File: config.mk
export PLATFORM = sky130hd
export DESIGN_NAME = tx_ring_fetch
export DESIGN_NICKNAME = d
export VERILOG_FILES = /design/src/rtl/tx_ring_fetch.sv
export SDC_FILE = /design/constraint.sdc
export NUM_CORES = 1
export LEC_CHECK = 0
export BUFFER_PORTS_ARGS = -buffer_cell sky130_fd_sc_hd__buf_2
export CAP_MARGIN = 10
export CORE_MARGIN = 3
export CORE_UTILIZATION = 45
export CTS_CLUSTER_SIZE = 28
export DETAILED_ROUTE_END_ITERATION = 8
export PLACE_DENSITY = 0.89
export SYNTH_ARGS = -nofsm -noshare
export SYNTH_HDL_FRONTEND = slang
export SYNTH_SLANG_ARGS = --single-unit
File: constraint.sdc
create_clock -name clk -period 2.32 [get_ports clk]
set_input_delay 0.116 -clock clk [delete_from_list [all_inputs] [get_ports clk]]
set_output_delay 0.116 -clock clk [all_outputs]
set_load 0.05 [all_outputs]
File: src/rtl/tx_ring_fetch.sv
module tx_ring_fetch #(
  parameter int IDX_W     = 16,
  parameter int RING_LOG2 = 8,
  parameter int LEN_W     = 12,
  parameter int QTAG_W    = 6,
  localparam int AW       = $clog2((1 << RING_LOG2) * 3)
) (
  input  logic              clk,
  input  logic              rst_n,
  input  logic              reg_wr,
  input  logic [1:0]        reg_addr,
  input  logic [31:0]       reg_wdata,
  output logic [31:0]       reg_rdata,
  output logic              desc_rd_en,
  output logic [AW-1:0]     desc_rd_addr,
  input  logic [31:0]       desc_rd_data,
  output logic              desc_wr_en,
  output logic [AW-1:0]     desc_wr_addr,
  output logic [31:0]       desc_wr_data,
  output logic              req_valid,
  input  logic              req_ready,
  output logic [63:0]       req_addr,
  output logic [LEN_W-1:0]  req_len,
  output logic              req_sop,
  output logic              req_eop,
  output logic              req_crc,
  output logic [QTAG_W-1:0] req_qtag,
  input  logic              done_valid,
  input  logic              done_underrun
);
  localparam int RING     = 1 << RING_LOG2;
  localparam int WORDS    = RING * 3;
  localparam int LEN_LSB  = 16;
  localparam int QTAG_LSB = 7;
  localparam int CRC_BIT  = 6;
  localparam int UNDR_BIT = 9;
  localparam int SOP_BIT  = 13;
  localparam int EOP_BIT  = 14;

  typedef enum logic [2:0] {
    S_IDLE, S_RD0, S_RD1, S_RD2, S_CAP, S_REQ, S_WAIT, S_WB
  } state_t;

  state_t             state;
  logic [1:0]         ctrl_q;
  logic [IDX_W-1:0]   prod_q;
  logic [IDX_W-1:0]   cons_q;
  logic               in_frame_q;
  logic [31:0]        w0_q, w1_q, w2_q;

  logic [RING_LOG2-1:0] slot;
  logic [AW-1:0]        base;
  logic [1:0]           word_off;
  logic                 fetch_ok;
  logic                 skip;
  logic                 unused_wdata;

  assign slot     = cons_q[RING_LOG2-1:0];
  assign base     = AW'({slot, 1'b0}) + AW'(slot);
  assign fetch_ok = (ctrl_q == 2'b11) && (prod_q != cons_q);
  assign skip     = !in_frame_q && !w0_q[SOP_BIT];
  assign word_off = (state == S_RD1) ? 2'd1 : (state == S_RD2) ? 2'd2 : 2'd0;

  assign desc_rd_en   = (state == S_RD0) || (state == S_RD1) || (state == S_RD2);
  assign desc_rd_addr = base + AW'(word_off);
  assign desc_wr_en   = (state == S_WB);
  assign desc_wr_addr = base;
  assign desc_wr_data = w0_q | (32'd1 << UNDR_BIT);

  assign req_valid = (state == S_REQ);
  assign req_addr  = {w2_q, w1_q};
  assign req_len   = w0_q[LEN_LSB +: LEN_W];
  assign req_sop   = w0_q[SOP_BIT];
  assign req_eop   = w0_q[EOP_BIT];
  assign req_crc   = w0_q[CRC_BIT];
  assign req_qtag  = w0_q[QTAG_LSB +: QTAG_W];

  assign unused_wdata = ^reg_wdata[31:IDX_W];

  always_comb begin
    case (reg_addr)
      2'd0:    reg_rdata = {30'd0, ctrl_q};
      2'd1:    reg_rdata = {{(32-IDX_W){1'b0}}, prod_q};
      2'd2:    reg_rdata = {{(32-IDX_W){1'b0}}, cons_q};
      default: reg_rdata = 32'd0;
    endcase
  end

  always_ff @(posedge clk or negedge rst_n) begin
    if (!rst_n) begin
      state      <= S_IDLE;
      ctrl_q     <= '0;
      prod_q     <= '0;
      cons_q     <= '0;
      in_frame_q <= 1'b0;
      w0_q       <= '0;
      w1_q       <= '0;
      w2_q       <= '0;
    end else begin
      if (reg_wr) begin
        case (reg_addr)
          2'd0:    ctrl_q <= reg_wdata[1:0];
          2'd1:    prod_q <= reg_wdata[IDX_W-1:0];
          default: ;
        endcase
      end
      case (state)
        S_IDLE: if (fetch_ok) state <= S_RD0;
        S_RD0:  state <= S_RD1;
        S_RD1: begin
          w0_q  <= desc_rd_data;
          state <= S_RD2;
        end
        S_RD2: begin
          w1_q  <= desc_rd_data;
          state <= S_CAP;
        end
        S_CAP: begin
          w2_q <= desc_rd_data;
          if (skip) begin
            cons_q <= cons_q + IDX_W'(1);
            state  <= S_IDLE;
          end else begin
            state <= S_REQ;
          end
        end
        S_REQ: if (req_ready) state <= S_WAIT;
        S_WAIT: if (done_valid) begin
          in_frame_q <= !w0_q[EOP_BIT];
          if (done_underrun) begin
            state <= S_WB;
          end else begin
            cons_q <= cons_q + IDX_W'(1);
            state  <= S_IDLE;
          end
        end
        S_WB: begin
          cons_q <= cons_q + IDX_W'(1);
          state  <= S_IDLE;
        end
        default: state <= S_IDLE;
      endcase
    end
  end
endmodule

==> results.txt, run 1 <==
----------------------------------------------------
[Global route]
  Via count of the first global-routing pass ... 5779
  Total gr overflow ... 0
  Maximum number of pins on one net before global-route repair ... 68
  GRT Total Usage ... 24.0%
  Number of antenna violations at the first check in global routing ... 0
  First-pass GRT wire length ... about 30 mm

[Final layout]
  Storage cell area ... between 3000 and 4000 sq um
  Share of post-route cells with drive strength above 1 ... between 50% and 60%
  Final core utilization ... 67.3%
  Layout fillers ... around 950
  Footprint of the multi-input gates ... between 3000 and 4000 sq um
  Final #Nets ... between 900 and 1000
  Layout overhead on the synthesized area ... 46.0%
  Non-filler cells, final ... between 1000 and 1500
  Number of antenna cells inserted ... 0

[Worst setup path]
  Crit path max fanout ... 4
  Maximum cell stage delay along the critical path ... approximately 440 ps
  Critical path endpoint category ... primary output
  Sum of buffers and inverters on the critical path ... 3
  Cell chain of the critical path ... buf_4, buf_4, ha_4, a21oi_4, nor2_2, a211oi_4, nand4_4, nor3b_4, xor2_4, buf_6
  Startpoint types ... flip-flop
  RR Startpoint ... state[1]
  Cell mode on critical path ... buf_4
  Arrival time of the worst setup path ... 2750 ps
  Endpoint of the worst-slack reg-to-reg timing path ... cons_q[10]
  Crit path required time ... roughly 2200 ps
  Worst-path cell with the longest stage delay ... dfrtp_2
  Slack of the worst reg-to-reg path ... approximately 200 ps
  R2R depth ... 8
  Worst path top cell family by delay ... compound AO/OA/AOI/OAI gates
  Startpoint-to-endpoint class of the critical path ... flip-flop to primary output

[Synthesis]
  Post-synth top cells ... dfrtp_1 (134), nand2_1 (108), mux2_2 (83), buf_4 (40), xor2_1 (26)
  Flops & latches, synth ... between 100 and 150
  Largest area contributor in the netlist ... dfrtp_1
  Portion of synthesized cell area occupied by the leading cell type ... a little over half
  Fraction of registers with async set or reset after synthesis ... 100%
  Count of flip-flops with a built-in enable after synthesis ... 0
  Yosys warning total ... 0
  Top cells by area in the synthesized netlist ... dfrtp_1 (52%), mux2_2 (15%), nand2_1 (6.3%)
  Mux cell area share after synthesis ... ~15%
  Number of library cell types mapped by synthesis ... just under 50
  Main combinational cell family by area after synthesis ... multiplexers
  Xor and xnor fraction of the mapped netlist area ... between 5 and 6%
  Most frequent cell after synthesis ... dfrtp_1
  Per-instance average area after synthesis ... 11.6 sq um
  Basic-gate share of the synthesized area counting and, or, nand and nor cells ... about an eighth
  Top_reg_cell synth ... dfrtp_1
  Post-Synth Adder-Cell Area ... around 2.8%
  Seq/Total Area, Yosys ... roughly 52%
  Post-synthesis cell count ... around 560
  Share of the synthesized area in compound gates (AO/OA/AOI/OAI) ... ~5.5%
  Synth Cell Area ... 6420 sq um

[Timing]
  Unrepaired setup endpoints after global routing ... true
  Worst Skew ... a little over 20 ps
  Sum of negative setup slack ... -3430 ps
  Minimum clock period after layout ... approximately 2900 ps
  Worst setup slack after layout ... -547 ps
  Final Setup Violations ... 12
  Maximum clock frequency ... around 350 MHz
  Slew Limit Headroom ... between 40% and 50%
  Transition time at the pin with the least slew margin ... approximately 810 ps
  Total count of max-transition violations in the final report ... 0
  Final cycle utilization of the critical path ... 124%
  Count of final hold-check violations ... 0

[Floorplanning]
  Core area ... ~14000 sq um
  Effective utilization at floorplan ... between 40% and 50%
  Number of rows in the core area ... 43
  X dimension of the die ... 125 um
  Number of placed I/O pins ... approximately 240
  Die boundary height ... roughly 130 um
  Area of the die ... approximately 16000 sq um

[Status]
  Failing checks ... setup timing
  Run status ... complete, but fails checks

[Routing]
  Wirelength per Cell ... roughly 18 um
  Remaining antenna violation count after routing ... 0
  Post-detailed-route via-to-cell ratio ... between 5 and 6
  Vias after detailed routing ... 5288
  Number of DRC violations after detailed routing ... 0
  Iteration count of the initial detailed-routing pass ... 4
  Wire length after detailed routing ... 18.7 mm
  DRT iter0 DRCs ... between 200 and 250

[CTS]
  Cell at the root of the clock tree ... clkbuf_16
  Maximum level of the CTS H-tree ... 4
  Longest Clk Path Bufs ... 2
  Clock-pin transition on the worst setup and hold timing paths ... 60 ps
  CTS sink cnt ... about 130
  TritonCTS clock tree ... done
  Num CTS Buffers ... 17
  Clock Latency Late Sink ... approximately 410 ps

[Place]
  Half-perimeter wire length of the detailed placement result ... 12.3 mm
  Number of buffers inserted by port buffering ... between 200 and 250
  Placed cell count ... 950
  Final RePlAce weighted congestion ... 0.823

[Worst hold path]
  Hold path cells ... 3
  Worst hold path endpoint ... in_frame_q
  Launch point of the worst hold path ... done_valid
  Class of the tightest hold or removal check ... input port to flip-flop

[Run]
  Number of violations of the max-capacitance limit ... 0

----------------------------------------------------
==> how the worst max path moves through the flow <==
stage	from	cells after the start	to
floorplan	cons_q[6]	8	desc_rd_addr[9]
global placement	cons_q[1]	9	desc_rd_addr[8]
detailed placement	cons_q[1]	9	desc_rd_addr[8]
CTS	cons_q[1]	10	desc_rd_addr[8]
global route	cons_q[1]	9	desc_rd_addr[8]
finish	cons_q[1]	10	desc_rd_addr[9]
==> placed cells by master, fill, tap and decap left out, types with 3 or more instances in the layout <==
| master | synthesis | routed |
|---|---|---|
| nand3b_1 | 3 | 3 |
| inv_8 | 0 | 6 |
| dfrtp_1 | 134 | 131 |
| nor2_1 | 11 | 7 |
| nor4_1 | 4 | 4 |
| buf_4 | 40 | 51 |
| o21ai_0 | 8 | 7 |
| inv_1 | 9 | 7 |
| dfrtp_2 | 0 | 3 |
| ha_1 | 11 | 6 |
| ha_4 | 0 | 5 |
| xnor2_2 | 0 | 3 |
| xnor2_1 | 16 | 12 |
| nor2_4 | 0 | 3 |
| nand4_1 | 4 | 4 |
| a22o_1 | 14 | 14 |
| nor3b_4 | 0 | 3 |
| and3_1 | 7 | 6 |
| nand2_1 | 108 | 108 |
| a21oi_2 | 0 | 3 |
| conb_1 | 2 | 17 |
| buf_2 | 8 | 195 |
| dlygate4sd3_1 | 0 | 49 |
| mux2_2 | 83 | 83 |
| xor2_4 | 0 | 7 |
| buf_6 | 0 | 14 |
| nor2b_1 | 4 | 4 |
| xor2_1 | 26 | 19 |
| clkbuf_16 | 0 | 17 |
| buf_8 | 0 | 5 |
| a21o_1 | 3 | 3 |
| nand3_1 | 6 | 5 |
| clkinv_4 | 0 | 4 |
==> sequential cells by signal (all words and copies together), names as in the netlist <==
| register | cells |
|---|---|
| w0_q | 32 |
| w2_q | 32 |
| ctrl_q | 2 |
| cons_q | 16 |
| prod_q | 16 |
| in_frame_q | 1 |
| w1_q | 32 |
| state | 3 |
==> through the flow <==
stage | setup slack, ps | cell area, sq um | hold WS [ps]
after floorplan | -545 | 6740 | -180
after global placement | -250 | 8040 | 134
after detailed placement | -324 | 8040 | 130
after CTS | -590 | 9350 | 40.4
after global routing | -730 | 9370 | 92.2
final | -547 | 9370 | 51.9
==> metal layers <==
layer / up-vias / GRT usage, % / routed length, um / share of wire [%]
met2: 220 / 44.5 / 10200 / 54
met3: 35 / 7.22 / 1340 / 7.2
met1: 2632 / 26.6 / 6770 / 36
li1: 2401 / - / - / -
met5: - / 0 / 0 / 0
met4: 0 / 6.70 / 380 / 2.0
==> cell families (layout without fill, tap and decap cells) <==
kind of cell	count (synthesis)	after routing
AOI/OAI and AO/OA	44	44
xor gates and xnor gates	42	42
adders and majority gates	13	13
buffers and inverters	70	357
DFF	134	134
muxes	85	85
other	2	17
and+or+nand+nor	165	165
==> layout make-up <==
cell class	instances	area share (%)
flip-flops and latches	134	35.8
well taps	180	2.40
repair buffers	316	22.6
clock buffers	17	4.54
multi-input cells	366	32.5
clock inverters	15	1.74
inverters	9	0.360
==> worst reg2reg max path, cell delays in order (launching register included) <==
cell and delay, ps:
dfrtp_1 420, buf_4 200, nor3_1 250, nor4b_2 100
nor2_1 260, buf_4 230, nand3_1 180, nor2_1 170
xor2_1 210
==> repair_timing <==
action | in CTS | in global routing
buffers inserted | 7 | 3
gates resized for setup | 50 | 8
pin swaps | 12 | 9
setup endpoints to repair | 14 | 14
hold buffers | 49 | 0
endpoints found under the hold margin | 151 | 0
Power of run 1 is left out: the tool's default activity adds up to more than one toggle a clock period on the data nets, which glitch-free logic cannot reach.
==> inputs of run 2 (changes only) <==
Settings changed: SKIP_CTS_REPAIR_TIMING set to 1.
==> run 2 against run 1 <==
Net effect: the flow still finishes with violations (setup timing); worst setup slack got worse by 47 ps; via count increased by 2.8%; routed wire length increased by 1.8%; utilization decreased by 0.18 points; worst hold slack got worse by 1.4 ps; register-to-register slack about the same; highest routed layer unchanged.
==> results.txt, run 2 (same netlist as run 1, synthesis figures left out) <==
----------------------------------------------------
[Routing]
  Wirelength per Cell ... 18.3 um (+1.9%)
  Post-detailed-route via-to-cell ratio ... 5.25 (+2.9%)
  Number of DRC violations after detailed routing ... 0 (unchanged)
  DRT iter0 DRCs ... 215 (-2.7%)
  Vias after detailed routing ... 5438 (+2.8%)
  Wire length after detailed routing ... 19.0 mm (+1.8%)
  Remaining antenna violation count after routing ... 0 (unchanged)
  Iteration count of the initial detailed-routing pass ... 5 (+1)

[CTS]
  Clock-pin transition on the worst setup and hold timing paths ... 60 ps (about the same)
  Maximum level of the CTS H-tree ... 4 (unchanged)
  CTS sink cnt ... 134 (unchanged)
  Cell at the root of the clock tree ... clkbuf_16
  Longest Clk Path Bufs ... 2 (unchanged)
  TritonCTS clock tree ... done
  Num CTS Buffers ... 17 (unchanged)
  Clock Latency Late Sink ... 410 ps (about the same)

[Global route]
  Maximum number of pins on one net before global-route repair ... 68 (unchanged)
  GRT Total Usage ... 21.1% (-2.9 points)
  Number of antenna violations at the first check in global routing ... 0 (unchanged)
  Via count of the first global-routing pass ... 5330 (-7.8%)
  Total gr overflow ... 0 (unchanged)
  First-pass GRT wire length ... 27.0 mm (-11%)

[Worst setup path]
  Crit path max fanout ... 4 (unchanged)
  Startpoint of the worst setup timing path ... cons_q[1]
  Slack of the worst reg-to-reg path ... 190 ps (about the same)
  Worst-path cell with the longest stage delay ... dfrtp_2
  Last element of the critical path ... desc_rd_addr[8]
  Startpoint-to-endpoint class of the critical path ... flip-flop to primary output
  Endpoint of the worst-slack reg-to-reg timing path ... cons_q[10]
  RR Startpoint ... state[1]
  Cell chain of the critical path ... ha_4, fa_2, a211oi_2, buf_4, nor2_2, xor2_4, nand3_2, nor3b_4, xor2_4, buf_6
  Maximum cell stage delay along the critical path ... 450 ps (about the same)
  Arrival time of the worst setup path ... 2800 ps (+50 ps)
  Critical path endpoint category ... primary output
  Crit path required time ... 2200 ps (about the same)
  Cell mode on critical path ... xor2_4
  R2R depth ... 8 (unchanged)
  Startpoint types ... flip-flop

[Floorplanning]
  Die boundary height ... 125 um (unchanged)
  Effective utilization at floorplan ... 46.1% (unchanged)
  Area of the die ... 15700 sq um (unchanged)
  Number of rows in the core area ... 43 (unchanged)
  Number of placed I/O pins ... 244 (unchanged)
  Core area ... 13900 sq um (unchanged)
  X dimension of the die ... 125 um (unchanged)

[Place]
  Placed cell count ... 950 (unchanged)
  Number of buffers inserted by port buffering ... 210 (unchanged)
  Placed cell areas ... 8040 sq um (unchanged)
  Final RePlAce weighted congestion ... 0.823 (unchanged)
  Half-perimeter wire length of the detailed placement result ... 12.3 mm (unchanged)

[Timing]
  Worst setup slack after layout ... -594 ps (-46.5 ps)
  Unrepaired setup endpoints after global routing ... true
  Final cycle utilization of the critical path ... 126% (+2.0 points)
  Minimum clock period after layout ... 2910 ps (+46.5 ps)
  Slew Limit Headroom ... 43.7% (-2.1 points)
  Maximum clock frequency ... 343 MHz (-1.6%)
  Transition time at the pin with the least slew margin ... 842 ps (+31.5 ps)
  Total count of max-transition violations in the final report ... 0 (unchanged)
  Count of final hold-check violations ... 0 (unchanged)
  Final hold slack ... 50.5 ps (-1.38 ps)
  Final Setup Violations ... 12 (unchanged)
  Worst Skew ... 17.2 ps (-3.26 ps)

[Final layout]
  Share of post-route cells with drive strength above 1 ... 50.6% (+0.41 points)
  Leading cell type in the layout, fill and taps excluded ... buf_2
  Final #Nets ... 928 (-0.11%)
  Layout fillers ... 941 (-1.4%)
  Design area ... 9350 sq um (-0.27%)
  Number of antenna cells inserted ... 0 (unchanged)
  Registers with the highest flip-flop counts ... w0_q (32), w1_q (32), w2_q (32)
  Final core utilization ... 67.1% (-0.18 points)
  Non-filler cells, final ... 1036 (-0.096%)
  Layout overhead on the synthesized area ... 45.6%
  Commonest non-fill, non-tap cells in the layout ... buf_2 (195), dfrtp_1 (128), nand2_1 (108), mux2_2 (83), buf_4 (50)

[Status]
  Run status ... complete, but fails checks
  Failing checks ... setup timing

[Run]
  Number of violations of the max-capacitance limit ... 0 (unchanged)

[Worst hold path]
  Class of the tightest hold or removal check ... input port to flip-flop

----------------------------------------------------
==> run 2: changes by cell type in the layout (fill, tap and decap cells not counted), sizes merged <==
cell	change
buf	-1
==> run 2: layout make-up <==
type / instances / area [sq um] / share of cell area, %
clock inverters: 15 / 163 / 1.74
multi-input cells: 366 / 3040 / 32.5
clock buffers: 17 / 425 / 4.55
flip-flops and latches: 134 / 3360 / 36.0
repair buffers: 315 / 2100 / 22.5
inverters: 9 / 33.8 / 0.361
well taps: 180 / 225 / 2.41
==> run 2: layer usage <==
metal | GRT usage (%) | share of wire, % | wire length [um]
met3 | 6.79 | 7.7 | 1460
met1 | 25.0 | 36 | 6940
met4 | 4.91 | 1.9 | 361
met2 | 37.5 | 54 | 10300
met5 | 0 | 0 | 0
==> run 2: per-stage QoR <==
stage	TNS [ps]	setup slack (ps)
after global routing	-4910	-748
after floorplan	-2070	-545
after CTS	-5810	-775
after global placement	-672	-250
after detailed placement	-1020	-324
final	-3500	-594
==> run 2: worst min-delay path by stage <==
stage	from	to	slack (ps)	cells after the start
global placement	rst_n	prod_q[5]	130	1
CTS	rst_n	prod_q[5]	-300	1
floorplan	rst_n	cons_q[0]	-180	0
global route	done_valid	state[0]	90	3
detailed placement	rst_n	prod_q[5]	130	1
finish	done_valid	in_frame_q	50	3
==> run 2: worst max-delay path, delay by kind of cell, from the launching register on <==
family	cells	cell delay (ps)
buffers and inverters	2	320
DFF	1	450
adders and majority gates	2	530
AOI/OAI and AO/OA	1	230
xor gates and xnor gates	2	360
and+or+nand+nor	3	500
Power of run 2 is left out for the same reason.
